<file path="src/rtl/irda_pkg.sv">
package irda_pkg;
  localparam int unsigned SIR_BIT_TICKS   = 16;
  localparam int unsigned SIR_PULSE_TICKS = 3;
endpackage

</file>
<file path="src/rtl/irda_sir_mod.sv">
module irda_sir_mod #(
  parameter int unsigned BIT_TICKS   = 16,
  parameter int unsigned PULSE_TICKS = 3
) (
  input  logic clk_i,
  input  logic rst_ni,
  input  logic en_i,
  input  logic tick_i,
  input  logic nrz_i,
  output logic pulse_o
);
  localparam int unsigned PH_W = $clog2(BIT_TICKS);

  logic [PH_W-1:0] ph_q, ph_d;
  logic            bit_q;
  logic            pulse_q;

  // bit start: NRZ transition, or wrap of the phase inside a run of equal bits
  always_comb begin
    if (nrz_i != bit_q)                      ph_d = '0;
    else if (ph_q == PH_W'(BIT_TICKS - 1))   ph_d = '0;
    else                                     ph_d = ph_q + PH_W'(1);
  end

  always_ff @(posedge clk_i or negedge rst_ni) begin
    if (!rst_ni) begin
      ph_q    <= '0;
      bit_q   <= 1'b1;
      pulse_q <= 1'b0;
    end else if (!en_i) begin
      ph_q    <= '0;
      bit_q   <= 1'b1;
      pulse_q <= 1'b0;
    end else if (tick_i) begin
      ph_q    <= ph_d;
      bit_q   <= nrz_i;
      pulse_q <= !nrz_i && (ph_d < PH_W'(PULSE_TICKS));
    end
  end

  assign pulse_o = pulse_q;
endmodule

</file>
<file path="src/rtl/irda_sir_demod.sv">
module irda_sir_demod #(
  parameter int unsigned BIT_TICKS = 16
) (
  input  logic clk_i,
  input  logic rst_ni,
  input  logic en_i,
  input  logic tick_i,
  input  logic ir_i,
  output logic nrz_o
);
  localparam int unsigned CNT_W = $clog2(BIT_TICKS + 1);

  logic             rx_q;
  logic [CNT_W-1:0] cnt_q;
  logic             fall;

  assign fall = rx_q && !ir_i;

  always_ff @(posedge clk_i or negedge rst_ni) begin
    if (!rst_ni) begin
      rx_q  <= 1'b0;
      cnt_q <= '0;
    end else begin
      rx_q <= ir_i;
      if (!en_i)                       cnt_q <= '0;
      else if (fall)                   cnt_q <= CNT_W'(BIT_TICKS);  // restart window
      else if (tick_i && cnt_q != '0)  cnt_q <= cnt_q - CNT_W'(1);
    end
  end

  assign nrz_o = (cnt_q == '0);
endmodule

</file>
<file path="src/rtl/irda_sir_codec.sv">
module irda_sir_codec #(
  parameter int unsigned BIT_TICKS   = irda_pkg::SIR_BIT_TICKS,
  parameter int unsigned PULSE_TICKS = irda_pkg::SIR_PULSE_TICKS
) (
  input  logic clk_i,
  input  logic rst_ni,
  input  logic en_i,
  input  logic tick_i,
  input  logic nrz_tx_i,
  output logic ir_tx_o,
  input  logic ir_rx_i,
  output logic nrz_rx_o
);
  logic mod_pulse;
  logic demod_nrz;

  irda_sir_mod #(
    .BIT_TICKS  (BIT_TICKS),
    .PULSE_TICKS(PULSE_TICKS)
  ) u_mod (
    .clk_i  (clk_i),
    .rst_ni (rst_ni),
    .en_i   (en_i),
    .tick_i (tick_i),
    .nrz_i  (nrz_tx_i),
    .pulse_o(mod_pulse)
  );

  irda_sir_demod #(
    .BIT_TICKS(BIT_TICKS)
  ) u_demod (
    .clk_i (clk_i),
    .rst_ni(rst_ni),
    .en_i  (en_i),
    .tick_i(tick_i),
    .ir_i  (ir_rx_i),
    .nrz_o (demod_nrz)
  );

  assign ir_tx_o  = en_i ? mod_pulse : nrz_tx_i;
  assign nrz_rx_o = en_i ? demod_nrz : ir_rx_i;
endmodule

</file>
<file path="config.mk">
export PLATFORM = sky130hd
export DESIGN_NAME = irda_sir_codec
export DESIGN_NICKNAME = d
export VERILOG_FILES = /design/src/rtl/irda_pkg.sv /design/src/rtl/irda_sir_mod.sv /design/src/rtl/irda_sir_demod.sv /design/src/rtl/irda_sir_codec.sv
export SDC_FILE = /design/constraint.sdc
export NUM_CORES = 1
export LEC_CHECK = 0
export BUFFER_PORTS_ARGS = -buffer_cell sky130_fd_sc_hd__buf_2
export CORE_AREA = 5 5 42 44
export CTS_CLUSTER_DIAMETER = 60
export DETAILED_ROUTE_END_ITERATION = 8
export DIE_AREA = 0 0 47 49
export PLACE_DENSITY_LB_ADDON = 0.1
export SETUP_SLACK_MARGIN = 0.02
export SYNTH_ARGS = -nofsm -noshare
export SYNTH_HDL_FRONTEND = slang
export SYNTH_HIERARCHICAL = 1
export SYNTH_SLANG_ARGS = --single-unit
</file>
<file path="constraint.sdc">
create_clock -name clk_i -period 1.9 [get_ports clk_i]
set_input_delay 0.38 -clock clk_i [delete_from_list [all_inputs] [get_ports clk_i]]
set_output_delay 0.38 -clock clk_i [all_outputs]
set_load 0.05 [all_outputs]
</file>
### After elaboration in Yosys (flattened, before gate mapping)

Index checks and enable logic that the tools add are counted.
W data, S select, Z words.

* add/subtract/negate cells: 2
* $mul: 0
* div/mod/pow operators: 0
* order comparisons: 1
* eq/ne operators: 4
* shift-type cells: 0
* muxes and demuxes: 13
* bitwise operators: 0
* reduce and logical (&&, ||, !) cells: 7

Operators by type and width (number)
* $mux W4: 4
* $mux W5: 3
* $mux W1: 6
* $logic_not A5 Y1: 1
* $reduce_bool A5 Y1: 1
* $sub A5 B1 Y5 const B: 1
* $add A4 B1 Y4 const B: 1
* $eq A4 B4 Y1 const B: 1
* $lt A4 B2 Y1 const B: 1
* $logic_and A1 B1 Y1: 3
* $ne A3 B1 Y1 const B: 1
* $logic_not A1 Y1: 2
* $ne A2 B1 Y1 const B: 1
* $ne A1 B1 Y1: 1

* register bits: 12
* latch bits: 0
* memory bits (writable): 0
* ROM bits: 0
* output and inout bits: 2
* logic and storage cells: 32
* memories kept: 0

### Longest topological paths before layout

* word-level depth: 7
* gate-level depth with buffers: 5
* mapped depth without buffers: 5

### By module

Netlist, hierarchy kept.

By module, submodules not included
* irda_sir_mod: instances 1, cells each 37, area an instance 366.6 µm², sequential area each 151.4 µm²
* irda_sir_demod: instances 1, cells each 29, area an instance 320.3 µm², sequential area each 150.1 µm²
* irda_sir_codec: instances 1, cells each 2, area an instance 22.5 µm², sequential area each 0.0 µm²

### Least setup slack after synthesis

Ideal clock, no wire load.

* path kind: register to output
* start: register u_demod.cnt_q[0]
* end: output port nrz_rx_o
* arrival time: 1213 ps
* required time: 1520 ps
* slack: 307 ps
* cell stages (with the launch flop): 5
* cells stage by stage: dfrtp_1 -> inv_1 -> ha_1 -> nor4b_4 -> mux2_2

* cells in the longest elaborated chain, start to end: 2

Ends and longest elaborated chain
* start: declaration: line irda_sir_demod.sv:14 `logic [CNT_W-1:0] cnt_q;`
* start signal: assignment: line irda_sir_demod.sv:26 `else if (fall) cnt_q <= CNT_W'(BIT_TICKS);`
* start signal: assignment: line irda_sir_demod.sv:27 `else if (tick_i && cnt_q != '0) cnt_q <= cnt_q - CNT_W'(1);`
* $logic_not A5 Y1: line irda_sir_demod.sv:31 `assign nrz_o = (cnt_q == '0);`
* via demod_nrz: line irda_sir_codec.sv:15 `logic demod_nrz;`
* $mux W1: line irda_sir_codec.sv:41 `assign nrz_rx_o = en_i ? demod_nrz : ir_rx_i;`
* end: declaration: line irda_sir_codec.sv:12 `output logic nrz_rx_o`

The timed path passes the listed nets, and every way through them passes these cells.

### Final worst setup path

* start: register u_demod.cnt_q[1]
* end: output port nrz_rx_o

Same word-level chain as after synthesis.

==> results.md <==
Run status:
- The flow ran to the end, and the final reports show no timing, DRC or antenna violations.

Floorplan:
- The core box area is 1400 um^2.
- The die is between 40 and 50 um tall.
- 8 I/O pins were placed.
- The die covers around 2300 um^2.
- The initial utilization of the core area, before any placement, comes to between 50% and 60%.
- The die is about 47 um wide.
- The floorplan row count is 14.

Power:
- The post-route total power is ~690 uW.
- The worst-case IR drop observed on VDD is 534 uV.
- Dividing total power by cell area gives a power density of 802 nW/um^2.
- The analysis attributes to cell leakage a power of 0.000405 uW.

Synthesis:
- Yosys printed 6 warnings.
- The synthesized net count is 76.
- The XOR/XNOR share of the synthesized area is around 3.5%.
- In the synthesized netlist the dominant register cell turns out to be sky130_fd_sc_hd__dfrtp_1.
- The average size of a mapped cell is 10.4 um^2.
- The synthesized-area fraction occupied by adder cells is 3.53%.
- The area of the mapped netlist is between 700 and 800 um^2.
- The dominant combinational cell family by area after synthesis is simple AND/OR/NAND/NOR gates.
- Synthesis inferred 12 register bits.
- The portion of synthesized area spent on multiplexers is 6.00%.
- Counting instances in the post-synthesis netlist gives the leading cell types as 11 x sky130_fd_sc_hd__dfrtp_1, 10 x sky130_fd_sc_hd__nand2_1, 5 x sky130_fd_sc_hd__inv_1.
- Synthesis produced 68 cells.
- In the synthesized netlist the async set-or-reset flop fraction comes to 100%.
- Counting distinct cell types in the post-synthesis netlist gives 32.
- For this run, the register share of the synthesized area comes to 42.5%.
- The synthesized-area fraction occupied by ao, oa, aoi and oai cells is 18.2%.
- The area share of the largest cell type after synthesis is 38.8%.
- The most numerous cell in the Yosys netlist is sky130_fd_sc_hd__dfrtp_1.
- Yosys mapped a number of flops with a built-in enable equal to 0.
- After synthesis, the cell types taking the most area are sky130_fd_sc_hd__dfrtp_1 39%, sky130_fd_sc_hd__nand2_1 5.3%, sky130_fd_sc_hd__dfstp_2 3.7%, sky130_fd_sc_hd__ha_1 3.5%, sky130_fd_sc_hd__nor4b_4 3.4%.
- The synthesized netlist devotes 23.6% of its cell area to simple gates.
- Of all cell types, the one taking the most synthesized area is sky130_fd_sc_hd__dfrtp_1.

CTS:
- The insertion delay of the later-clocked pin in the worst-skew pair is 0.28 ns.
- The clock net sink count is 12.
- The clock transition time at the flip-flop clock pins of the worst setup and hold paths is 0.08 ns.
- The depth of the CTS H-tree is 1.
- Buffers inserted during clock tree synthesis total 3.
- The clock passes through at most 2 buffers.
- The clock root buffer is sky130_fd_sc_hd__clkbuf_4.
- TritonCTS built the clock tree.

Routing:
- The via density per instance is 5.71.
- The detailed-route via count is 577.
- The first detailed-routing pass took 4 iterations.
- The final layout contains routed wiring with a total length of 1490 um.
- The final antenna-violating net count is 0.
- In the routed design, unresolved DRC markers number 0.
- For this block, the initial DRC count from the detailed router was 16.
- The routed length per placed instance is 14.8 um.

Worst setup path:
- The startpoint of the worst-slack reg-to-reg timing path is u_demod/cnt_q[1].
- The type of the worst setup path is register to output port.
- The reg-to-reg setup timing slack is ~0.32 ns.
- STA classifies the critical path startpoint as a register.
- STA puts the critical path data required time at 1.52 ns.
- The type of element capturing the critical path is an output port.
- The data arrival at the endpoint of the critical path is 1.50 ns.
- Along the worst path, the maximum fanout reaches 3.
- The worst register-to-register path has a depth of 7.
- The capture point of the worst reg-to-reg path is u_demod/cnt_q[2].

Final layout:
- The final instance area is 855 um^2.
- The number of nets in the layout is between 90 and 100.
- 0 antenna diodes ended up in the layout.
- Compared with the post-synthesis result, the final layout area differs by 20.5%.
- The multi-input gate area in the final layout is 395 um^2.
- The final cell count without fillers is a little over 100.
- The area of all sequential standard cells is 302 um^2.
- The number of fillers in the final layout is 121.
- Of the cells placed in the final design, the portion with a size suffix greater than 1 is 29.4%.

GRT:
- Entering global routing, the biggest net connects 13 pins.
- The global-route wire length before repair is 2370 um.
- Global routing finished with a remaining overflow of 0.
- The total global routing track utilization is 14.6%.
- The number of antenna violations at the first check in global routing is 0.
- The number of global-route vias before repair is 541.

Placement:
- The detailed placer's ending HPWL is 980 um.
- The placer congestion estimate is 0.768.
- Including well taps, the total number of placed cells is roughly 90.
- Once placement finished, the instance area stood at 772 um^2.
- Before CTS, the worst setup slack after placement is 0.158 ns.
- The number of buffers added on ports is 7.

Hold path:
- The cell count of the worst hold path is 1.
- The hold path startpoint is ir_rx_i.
- For hold timing, the worst endpoint is u_demod/rx_q.
- The kind of path behind the tightest hold check is input port to register.

STA:
- The final critical path time including I/O delays and setup is 1.88 ns.
- Of the available clock period, the critical path in the final layout requires approximately 99%.
- Measured against its own limit, the worst slew margin works out to between 70% and 80%.
- The count of endpoints failing hold in the final timing report is 0.
- The number of slew-limit violations in the final report came to 0.
- The highest attainable clock frequency is 532 MHz.
- Setup slack on the critical path of the routed design comes to 0.0204 ns.
- The total of endpoints with negative setup slack in the final report is 0.
- The slew of the pin with the lowest slew margin is between 0.3 and 0.4 ns.
- Between clock sinks in the finished design, the worst skew comes to 0.00852 ns.
- Setup repair after global routing could not meet its margin everywhere.
- Final hold analysis gives a worst-case slack of 0.234 ns.

Job:
- Max-cap violations in this run came to 0.
[stage by stage]
step / setup TNS [ns] / utilization, %
global placement: 0 / 55.1
detailed placement: 0 / 55.1
floorplan: 0 / -
global route: -0.0307 / 61.0
CTS: 0 / 59.7
finish: 0 / 61.0
[worst max-delay path, cell delays in order (launching register included)]
cell,delay (ns)
sky130_fd_sc_hd__dfrtp_1,0.40
sky130_fd_sc_hd__inv_1,0.08
sky130_fd_sc_hd__ha_2,0.18
sky130_fd_sc_hd__nor4b_4,0.23
sky130_fd_sc_hd__mux2_4,0.21
sky130_fd_sc_hd__buf_8,0.14
[sequential cells by signal (all words and copies together), names as in the netlist]
register	cells
u_mod/pulse_o	1
u_mod/ph_q	4
u_mod/bit_q	1
u_demod/rx_q	1
u_demod/cnt_q	5
[how the worst max path moves through the flow]
stage	start	cells after the start	slack [ns]	to
after floorplan	u_demod/cnt_q[0]	4	0.31	nrz_rx_o
after global placement	u_demod/cnt_q[0]	5	0.19	nrz_rx_o
after detailed placement	u_demod/cnt_q[0]	5	0.16	nrz_rx_o
after CTS	u_demod/cnt_q[0]	5	0.04	nrz_rx_o
after global routing	u_demod/cnt_q[1]	5	-0.03	nrz_rx_o
final	u_demod/cnt_q[1]	5	0.02	nrz_rx_o
[cells by family (layout without fill, tap and decap cells)]
| family | count (synthesis) | in the layout |
|---|---|---|
| and+or+nand+nor | 27 | 27 |
| buffers and inverters | 5 | 22 |
| AOI/OAI and AO/OA | 16 | 16 |
| adders and majority gates | 2 | 2 |
| DFF | 12 | 12 |
| xor gates and xnor gates | 2 | 2 |
| muxes | 4 | 4 |
[what timing repair did]
item,4_1_cts,5_1_grt
hold buffers,1,0
cloned,0,0
pin swaps,0,1
gates resized for setup,4,2
endpoints found under the setup margin,1,1
buffers inserted,2,2
hold endpoints to repair,11,0
[layout by cell type, fill, tap and decap left out, types with 2 or more instances in the layout]
cell                       netlist  final
sky130_fd_sc_hd__a21boi_1        3      3
sky130_fd_sc_hd__a31oi_1         2      2
sky130_fd_sc_hd__buf_2           0      6
sky130_fd_sc_hd__buf_4           0      5
sky130_fd_sc_hd__clkbuf_4        0      3
sky130_fd_sc_hd__dfrtp_1        11     11
sky130_fd_sc_hd__inv_1           5      4
sky130_fd_sc_hd__mux2i_1         2      2
sky130_fd_sc_hd__nand2_1        10     10
sky130_fd_sc_hd__nand2b_1        2      2
sky130_fd_sc_hd__nand3_1         4      4
sky130_fd_sc_hd__nor2b_1         3      3
sky130_fd_sc_hd__o31ai_1         2      2
[routing by layer]
| metal | vias up | part of all wire, % | global-route usage, % |
|---|---|---|---|
| met5 | - | 0 | 0 |
| met4 | 0 | 2.9 | 10.1 |
| met3 | 4 | 4.4 | 3.32 |
| met2 | 14 | 44 | 18.8 |
| met1 | 273 | 48 | 20.6 |
| li1 | 286 | - | - |
[power by group]
part | switching [uW] | total [uW] | internal (uW)
sequential | 21.2 | 296 | 275
combinational | 107 | 221 | 114
clock | 87.0 | 168 | 81.4
total | 215 | 686 | 471
[layout make-up]
class,count,share of cell area (%)
multi-input combinational,51,46.3
tap,16,2.34
clock buffer,4,3.07
timing repair buffer,13,10.8
inverter,5,2.20
sequential,12,35.3
(Power assumes the default switching activity.)
